File: config.mk
export PLATFORM = sky130hd
export DESIGN_NAME = alarm_cmp_dual
export DESIGN_NICKNAME = d
export VERILOG_FILES = /design/src/rtl/alarm_cmp_pkg.sv /design/src/rtl/alarm_field_match.sv /design/src/rtl/alarm_channel.sv /design/src/rtl/alarm_cmp_dual.sv
export SDC_FILE = /design/constraint.sdc
export NUM_CORES = 1
export LEC_CHECK = 0
export CAP_MARGIN = 10
export CORE_AREA = 2 2 44 46
export CTS_CLUSTER_SIZE = 40
export DETAILED_ROUTE_END_ITERATION = 10
export DIE_AREA = 0 0 46 48
export DONT_BUFFER_PORTS = 1
export PLACE_DENSITY = 0.67
export SLEW_MARGIN = 25
export SYNTH_ARGS = -nofsm -noshare
export SYNTH_HDL_FRONTEND = slang
export SYNTH_SLANG_ARGS = --single-unit
File: constraint.sdc
create_clock -name clk -period 1.4 [get_ports clk]
set_clock_uncertainty 0.2 [all_clocks]
set_input_delay 0.28 -clock clk [delete_from_list [all_inputs] [get_ports clk]]
set_output_delay 0.28 -clock clk [all_outputs]
set_load 0.01 [all_outputs]
File: src/rtl/alarm_cmp_pkg.sv
package alarm_cmp_pkg;
  parameter int SEC_W  = 6;
  parameter int MIN_W  = 6;
  parameter int HOUR_W = 5;
  parameter int DATE_W = 5;
  parameter int MON_W  = 4;
  parameter int DOW_W  = 3;

  localparam int NUM_FIELDS = 6;
  localparam int FW [NUM_FIELDS] = '{SEC_W, MIN_W, HOUR_W, DATE_W, MON_W, DOW_W};

  // Lowest bit of field k inside the packed calendar vector.
  function automatic int field_lsb(input int k);
    int s;
    s = 0;
    for (int j = 0; j < k; j++) s += FW[j];
    return s;
  endfunction

  localparam int CAL_W = field_lsb(NUM_FIELDS);
endpackage

File: src/rtl/alarm_field_match.sv
module alarm_field_match
  import alarm_cmp_pkg::*;
(
  input  logic [CAL_W-1:0]      now_i,
  input  logic [CAL_W-1:0]      alm_i,
  input  logic [NUM_FIELDS-1:0] en_i,
  output logic                  hit_o
);
  logic [NUM_FIELDS-1:0] eq;

  for (genvar k = 0; k < NUM_FIELDS; k++) begin : g_field
    localparam int LSB = field_lsb(k);
    localparam int W   = FW[k];
    assign eq[k] = (now_i[LSB +: W] == alm_i[LSB +: W]);
  end

  // A masked field counts as a match; a fully masked alarm never hits.
  assign hit_o = (|en_i) && (&(eq | ~en_i));
endmodule

File: src/rtl/alarm_channel.sv
module alarm_channel (
  input  logic clk,
  input  logic rst_n,
  input  logic tick_i,
  input  logic hit_i,
  input  logic arm_i,
  input  logic clr_i,
  input  logic repeat_i,
  output logic flag_o
);
  logic armed_q;
  logic flag_q;
  logic fire;

  assign fire = tick_i && armed_q && hit_i;

  always_ff @(posedge clk or negedge rst_n) begin
    if (!rst_n) begin
      armed_q <= 1'b0;
    end else if (arm_i) begin
      armed_q <= 1'b1;
    end else if (fire && !repeat_i) begin
      armed_q <= 1'b0;
    end
  end

  // A new firing outranks a clear in the same cycle.
  always_ff @(posedge clk or negedge rst_n) begin
    if (!rst_n) begin
      flag_q <= 1'b0;
    end else if (fire) begin
      flag_q <= 1'b1;
    end else if (clr_i) begin
      flag_q <= 1'b0;
    end
  end

  assign flag_o = flag_q;
endmodule

File: src/rtl/alarm_cmp_dual.sv
module alarm_cmp_dual
  import alarm_cmp_pkg::*;
#(
  parameter int NUM_ALARMS = 2
) (
  input  logic                             clk,
  input  logic                             rst_n,
  input  logic                             tick_i,
  input  logic [CAL_W-1:0]                 now_i,
  input  logic [NUM_ALARMS*CAL_W-1:0]      alm_val_i,
  input  logic [NUM_ALARMS*NUM_FIELDS-1:0] alm_en_i,
  input  logic [NUM_ALARMS-1:0]            repeat_i,
  input  logic [NUM_ALARMS-1:0]            irq_en_i,
  input  logic [NUM_ALARMS-1:0]            arm_i,
  input  logic [NUM_ALARMS-1:0]            clr_i,
  output logic [NUM_ALARMS-1:0]            flag_o,
  output logic                             irq_n_o
);
  logic [NUM_ALARMS-1:0] hit;

  for (genvar a = 0; a < NUM_ALARMS; a++) begin : g_alarm
    alarm_field_match u_match (
      .now_i (now_i),
      .alm_i (alm_val_i[a*CAL_W +: CAL_W]),
      .en_i  (alm_en_i[a*NUM_FIELDS +: NUM_FIELDS]),
      .hit_o (hit[a])
    );

    alarm_channel u_chan (
      .clk      (clk),
      .rst_n    (rst_n),
      .tick_i   (tick_i),
      .hit_i    (hit[a]),
      .arm_i    (arm_i[a]),
      .clr_i    (clr_i[a]),
      .repeat_i (repeat_i[a]),
      .flag_o   (flag_o[a])
    );
  end

  assign irq_n_o = ~|(flag_o & irq_en_i);
endmodule

Yosys cells after proc, flatten, opt, wreduce, memory -nomap -nowiden
Cells that the tools add are included.

Output and inout bits: 3. Flip-flop bits (word level): 4. Logic and storage cells: 49. Input port bits: 110.

Mux-type cells: 8. Eq/ne operators: 12. Reductions and logical operators: 20. Bitwise gates (word level): 5.

Operator list (number): $eq 6x6->1 (4); $eq 5x5->1 (4); $not 6->6 (2); $or 6x6->6 (2); $reduce_and 6->1 (2); $reduce_or 6->1 (2); $eq 4x4->1 (2); $logic_and 1x1->1 (8); $mux 1 (8); $reduce_bool 2->1 (4); $eq 3x3->1 (2); $logic_not 1->1 (3); $and 2x2->2 (1); $reduce_or 2->1 (1).

Logic depth before layout (Yosys ltp)
Gate-level depths: netlist (run 1).

Word-level depth: 8. Gate-level depth with buffers: 5. Gate-level depth less buffers: 5.

By module
A second synthesis (run 1) with hierarchy kept.

Cells, all modules: 107. Area, all modules: 870.8 µm².

By module, submodules not included: alarm_field_match (seq. area each 0.0 µm², area each 351.6 µm², cells an instance 45, instances 2); alarm_channel (seq. area each 50.0 µm², area each 77.6 µm², cells an instance 8, instances 2); alarm_cmp_dual (seq. area each 0.0 µm², area each 12.5 µm², cells an instance 1, instances 1).

Least setup slack after synthesis (run 1)
No wires, ideal clock.

Path type: input-to-reg. Start: input port alm_en_i[1]. End: register g_alarm[0].u_chan.flag_q. Library setup time: 0.122 ns. Path buffers: 0. Path slack: -0.270 ns. Data required time: 1.078 ns. Stages: 5. Arrival: 1.348 ns. Cells stage by stage: or4_4 > nor3_2 > a21oi_1 > and4_4 > a32o_1.

Longest elaborated chain between the ends: 6. Elaborated cells between the ends (all ways): 8. Those cells by class: mux: 1; bitwise: 2; reduce/logical: 5.

Ends and longest elaborated chain: start, declared (line alarm_cmp_dual.sv:11) `input logic [NUM_ALARMS*NUM_FIELDS-1:0] alm_en_i,`; $not 6->6 (line alarm_field_match.sv:18) `assign hit_o = (|en_i) && (&(eq | ~en_i));`; $or 6x6->6 (line alarm_field_match.sv:18); $reduce_and 6->1 (line alarm_field_match.sv:18); $logic_and 1x1->1 * (line alarm_field_match.sv:18); $logic_and 1x1->1 * (line alarm_channel.sv:15) `assign fire = tick_i && armed_q && hit_i;`; $mux 1 / $reduce_bool 2->1 (equally long branches); end signal, assigned (line alarm_channel.sv:30) `flag_q <= 1'b0;`; end signal, assigned (line alarm_channel.sv:32) `flag_q <= 1'b1;`; end signal, assigned (line alarm_channel.sv:34) `flag_q <= 1'b0;`; end, declared (line alarm_channel.sv:12) `logic flag_q;`.

Mark *: on every way between the ends. The rest lies on a longest branch, timed or not. A chain may end at the register's enable or synchronous reset.

Worst setup path after layout (run 1)
Ends and elaborated chain as after synthesis.

==> results.yml, run 1 <==
status:
  status: "finished, violations left"
  violations: "negative setup slack"
setup_path:
  startpoint_type: "input pin"
  path_max_fanout: 2
  reg2reg_depth: 1
  crit_type: "in2reg"
  critical_path_arrival_ps: 1370
  critPathRequiredTime_ps: 1310
  rr_startpoint: "g_alarm[0].u_chan.flag_o"
  cp-startpoint: "alm_en_i[1]"
  worstSetupEndpointType: "flop"
  ff2ff_setup_slack_ps: 410
  reg2reg_to: "g_alarm[0].u_chan.flag_o"
cts:
  cts_setup_buffers: 0
  clockBufferDepth: 2
  numCtsBuffers: 3
  clock-sinks: 4
  clock_latency_ps: 230
  cts-root-buf: "clkbuf_4"
  clkTransAtPathRegs_ps: 40
  cts_tree: "built"
  htree_levels: 1
route:
  drt_first_pass_iters: 4
  wl_per_cell_um: 17.6
  dr_wl_met3_um: 247
  viasPerCell: 6.50
  drc: 0
  vias: 826
  top_layer: "met3"
  drtAntennaViolNets: 0
  drt_iter0_drc: 3
  met1Wirelength_um: 675
  drt_wl_total_mm: 2.23
  met2_length_mm: 1.31
hold_path:
  min_path_type: "in2reg"
  holdPathEnd: "g_alarm[1].u_chan.flag_o"
  min_from: "tick_i"
  whs_path_depth: 2
global_route:
  grt.overflow.total: 0
  grtUsageTotal: 0.185
  grt_pass1_wl_mm: 2.95
  grt_max_degree: 5
  grt_pass1_vias: 794
  antenna_found_initial: 0
timing:
  min_period_over_period: 1.04
  rsz0062_at_grt: "true"
  finalHoldViolCount: 0
  setup_viol: 1
  max-slew-margin-rel: 0.772
  final-max-slew-violation-count: 0
  clock.fmax_ghz: 0.684
  hold_slack_ps: 16.1
  setup_ws_ps: -61.5
  tightest_slew_ps: 339
  finalCriticalPeriod_ps: 1460
  fin_tns_setup_ps: -61.5
yosys:
  syn_area_per_cell_um2: 8.43
  syn-num-nets: 216
  synth_warnings: 0
  synth.distinct_cells: 23
  yosysSeqAreaShare: 0.112
  netlist_instances: 106
  syn_area_um2: 893
  synth_seq_cells: 4
power_and_ir_drop:
  peakVddDrop_mv: 0.277
  power_leakage_nw: 0.313
  power_density_nw_per_um2: 464
  power.total_uw: 455
placement:
  hpwl_mm: 2.11
  dpl_cell_area_um2: 907
  portBuffers: 0
  place_congestion: 0.704
  place_ws_ps: -306
floorplanning:
  coreArea_um2: 1690
  dieArea_um2: 2210
  die_h_um: 48
  io_pins: 113
  initial_core_util: 0.529
  row_count: 15
  die-width_um: 46
run:
  maxCapViolations: 0
cells_and_area:
  final_nets: 222
  final_area_um2: 981
  syn_to_final_growth_pct: 9.80
  drive_above_1_share: 0.100
  diodes: 0
flip-flops by register name, summed over array words and instances, names as in the netlist:
| register | flops |
|---|---|
| g_alarm.u_chan.flag_o | 2 |
| g_alarm.u_chan.armed_q | 2 |
kinds of logic (layout without fill, tap and decap cells):
| family | after synthesis | after routing | synth area share |
|---|---|---|---|
| buf+inv | 4 | 8 | 0.0252 |
| xor+xnor | 58 | 58 | 0.569 |
| compound gates | 17 | 17 | 0.139 |
| flops | 4 | 4 | 0.112 |
| simple gates | 23 | 23 | 0.155 |
worst max-delay path: stages:
cell	delay [ps]
or4_4	510
nor3_2	110
a21oi_1	50
and4_4	190
a32o_1	240
per-stage QoR:
step	cells	util
3_5_place_dp	121	0.537
6_report	127	0.581
2_1_floorplan	106	-
3_3_place_gp	121	0.537
4_1_cts	127	0.571
5_1_grt	127	0.581
layout make-up:
cell class              count  area [um^2]
fillers                   150          708
inverters                   2         7.51
clock buffers               3         22.5
multi-input cells          98          800
flip-flops and latches      4          100
well taps                  17         21.3
repair buffers              3         30.0
report_power, final:
| group | switching, mW | leakage, nW | internal [mW] |
|---|---|---|---|
| combinational | 0.0737 | 0.254 | 0.126 |
| clock | 0.0409 | 0.0138 | 0.0955 |
| sequential | 0.00198 | 0.0454 | 0.118 |
metal layers:
| metal | vias to the layer above | global-route usage |
|---|---|---|
| li1 | 385 | - |
| met1 | 380 | 0.179 |
| met2 | 61 | 0.389 |
| met3 | 0 | 0.0302 |
| met4 | 0 | 0.0571 |
| met5 | - | 0 |
how the worst max path moves through the flow:
stage	depth (start not counted)	end	slack [ps]
2_1_floorplan	5	g_alarm[0].u_chan.flag_o	-270
3_3_place_gp	5	g_alarm[0].u_chan.flag_o	-290
3_5_place_dp	5	g_alarm[0].u_chan.flag_o	-310
4_1_cts	5	g_alarm[0].u_chan.flag_o	-60
5_1_grt	5	g_alarm[0].u_chan.flag_o	-80
6_report	5	g_alarm[0].u_chan.flag_o	-60
synth_stat cells:
library cell,count,area share
a21oi_1,3,0.017
a22oi_1,1,0.0084
a31oi_1,1,0.0070
a32o_1,1,0.011
and4_4,1,0.013
buf_4,2,0.017
dfrtp_1,4,0.11
inv_1,2,0.0084
nand2_1,1,0.0042
nand3_1,7,0.039
nand4_1,6,0.042
nor2_1,3,0.013
nor3_1,1,0.0056
nor3_2,1,0.011
nor4_1,1,0.0070
o22a_1,1,0.0098
o22ai_1,1,0.0070
o31ai_1,7,0.059
o41ai_1,2,0.020
or4_1,1,0.0084
or4_4,1,0.013
xnor2_1,32,0.31
xor2_1,26,0.25
placed cells by master, fill, tap and decap left out, drive strengths merged, types with 3 or more instances in the layout:
cell,instances
nor2,3
dlygate4sd3,3
nand4,6
dfrtp,4
nand3,7
xnor2,32
xor2,26
o31ai,7
clkbuf,3
a21oi,3
what timing repair did:
action                     in CTS  in global routing
hold buffers                    3                  0
pin swaps                       1                  0
setup endpoints to repair       2                  5
resized for setup               1                  3
hold endpoints to repair        6                  0
(Power assumes the default switching activity.)
==> inputs of run 2 (changes only) <==
- clock period: 1.4 -> 1.6 ns (I/O delays scaled with it)
==> run 2 against run 1 <==
Against the previous run: the run now ends clean; worst setup slack improved by 160 ps; clock power decreased by 7%; register-to-register slack improved by 220 ps; combinational power decreased by 17%; count of clock-buffer cells in the layout unchanged; worst hold slack improved by 20 ps; core utilization decreased by 2.3 points; sequential cell count unchanged; die area unchanged; design area decreased by 4.0%; first-iteration DRC count increased by 67%; sequential share of layout area increased by 0.42 points; critical path type unchanged; largest cell class unchanged; largest power group unchanged.
==> results.yml, run 2 (same netlist as run 1, synthesis figures left out) <==
global_route:
  grtUsageTotal: 0.209
  grt_pass1_wl_mm: 3.26
  antenna_found_initial: 0
  grt_max_degree: 5
  grt_pass1_vias: 862
  grt.overflow.total: 0
timing:
  finalHoldViolCount: 0
  rsz0062_at_grt: "false"
  final-max-slew-violation-count: 0
  tightest_slew_ps: 406
  finalCriticalPeriod_ps: 1500
  max-slew-margin-rel: 0.726
  min_period_over_period: 0.940
  setup_ws_ps: 96.3
  clock.fmax_ghz: 0.665
  setup_viol: 0
cells_and_area:
  syn_to_final_growth_pct: 5.46
  diodes: 0
  final_common_cell: "xnor2_1"
  regArea_um2: 100
  n_fill_cell: 166
  drive_above_1_share: 0.0550
  final_cell_mix: "xnor2_1 (32), xor2_1 (26), nand3_1 (7), o31ai_1 (7), nand4_1 (6)"
  final_nets: 221
  multi_input_area_um2: 771
cts:
  htree_levels: 1
  clkTransAtPathRegs_ps: 40
  clock-sinks: 4
  cts_setup_buffers: 0
  numCtsBuffers: 3
  clock_latency_ps: 230
  clockBufferDepth: 2
  ctsResizeCount: 0
  hold_buffers: 2
  cts-root-buf: "clkbuf_4"
  cts_tree: "built"
hold_path:
  min_path_type: "in2reg"
route:
  drt_first_pass_iters: 4
  vias: 791
  drtAntennaViolNets: 0
  viasPerCell: 6.28
  wl_per_cell_um: 17.8
  drt_wl_total_mm: 2.25
  drt_iter0_drc: 5
  drc: 0
placement:
  portBuffers: 0
  place_ws_ps: -159
  hpwl_mm: 2.14
  place_congestion: 0.668
power_and_ir_drop:
  power_density_nw_per_um2: 420
  power.total_uw: 396
  power_leakage_nw: 0.302
  peakVddDrop_mv: 0.257
floorplanning:
  die-width_um: 46
  dieArea_um2: 2210
  die_h_um: 48
  row_count: 15
  coreArea_um2: 1690
  io_pins: 113
  initial_core_util: 0.529
status:
  status: "finished clean"
run:
  maxCapViolations: 0
setup_path:
  startpoint_type: "input pin"
  critPathRequiredTime_ps: 1520
  path_max_fanout: 2
  crit_type: "in2reg"
  critical_path_arrival_ps: 1430
  worstSetupEndpointType: "flop"
==> run 2: critical path: stages <==
cell	delay, ps
or4_4	510
nor3_2	100
a21oi_1	60
and4_4	190
a32o_1	240
==> run 2: cell type report <==
cell class | instances | area share
timing repair buffer | 2 | 0.0212
multi-input combinational | 98 | 0.818
inverter | 2 | 0.00797
tap | 17 | 0.0226
clock buffer | 3 | 0.0239
sequential | 4 | 0.106
==> run 2: stage by stage <==
step | setup TNS (ps) | hold WS [ps] | util | cells | area [um^2]
2_1_floorplan | -110 | -176 | - | 106 | 893
3_3_place_gp | -126 | -175 | 0.533 | 121 | 900
3_5_place_dp | -160 | -175 | 0.533 | 121 | 900
4_1_cts | 0 | 28.2 | 0.558 | 126 | 942
5_1_grt | 0 | 32.8 | 0.558 | 126 | 942
6_report | 0 | 35.9 | 0.558 | 126 | 942
==> run 2: routing by layer <==
metal  wire length, um  global-route usage
met1               726               0.213
met3               277              0.0566
met4                27               0.103
met5                 0                   0
met2              1220               0.392
==> run 2: worst paths after layout <==
path	cells past startpoint	end	start	slack, ps
max	5	g_alarm[0].u_chan.flag_o	alm_en_i[1]	100
min	1	g_alarm[1].u_chan.armed_q	arm_i[1]	40
max reg2reg	1	g_alarm[0].u_chan.flag_o	g_alarm[0].u_chan.flag_o	630
min reg2reg	1	g_alarm[0].u_chan.flag_o	g_alarm[0].u_chan.armed_q	320
max in group asynchronous	1	g_alarm[0].u_chan.armed_q	rst_n	870
min in group asynchronous	1	g_alarm[1].u_chan.flag_o	rst_n	150
==> run 2: report_power, final <==
group | switching (mW) | internal (mW) | leakage [nW]
registers | 0.00150 | 0.103 | 0.0454
logic | 0.0593 | 0.106 | 0.243
clock network | 0.0422 | 0.0839 | 0.0138
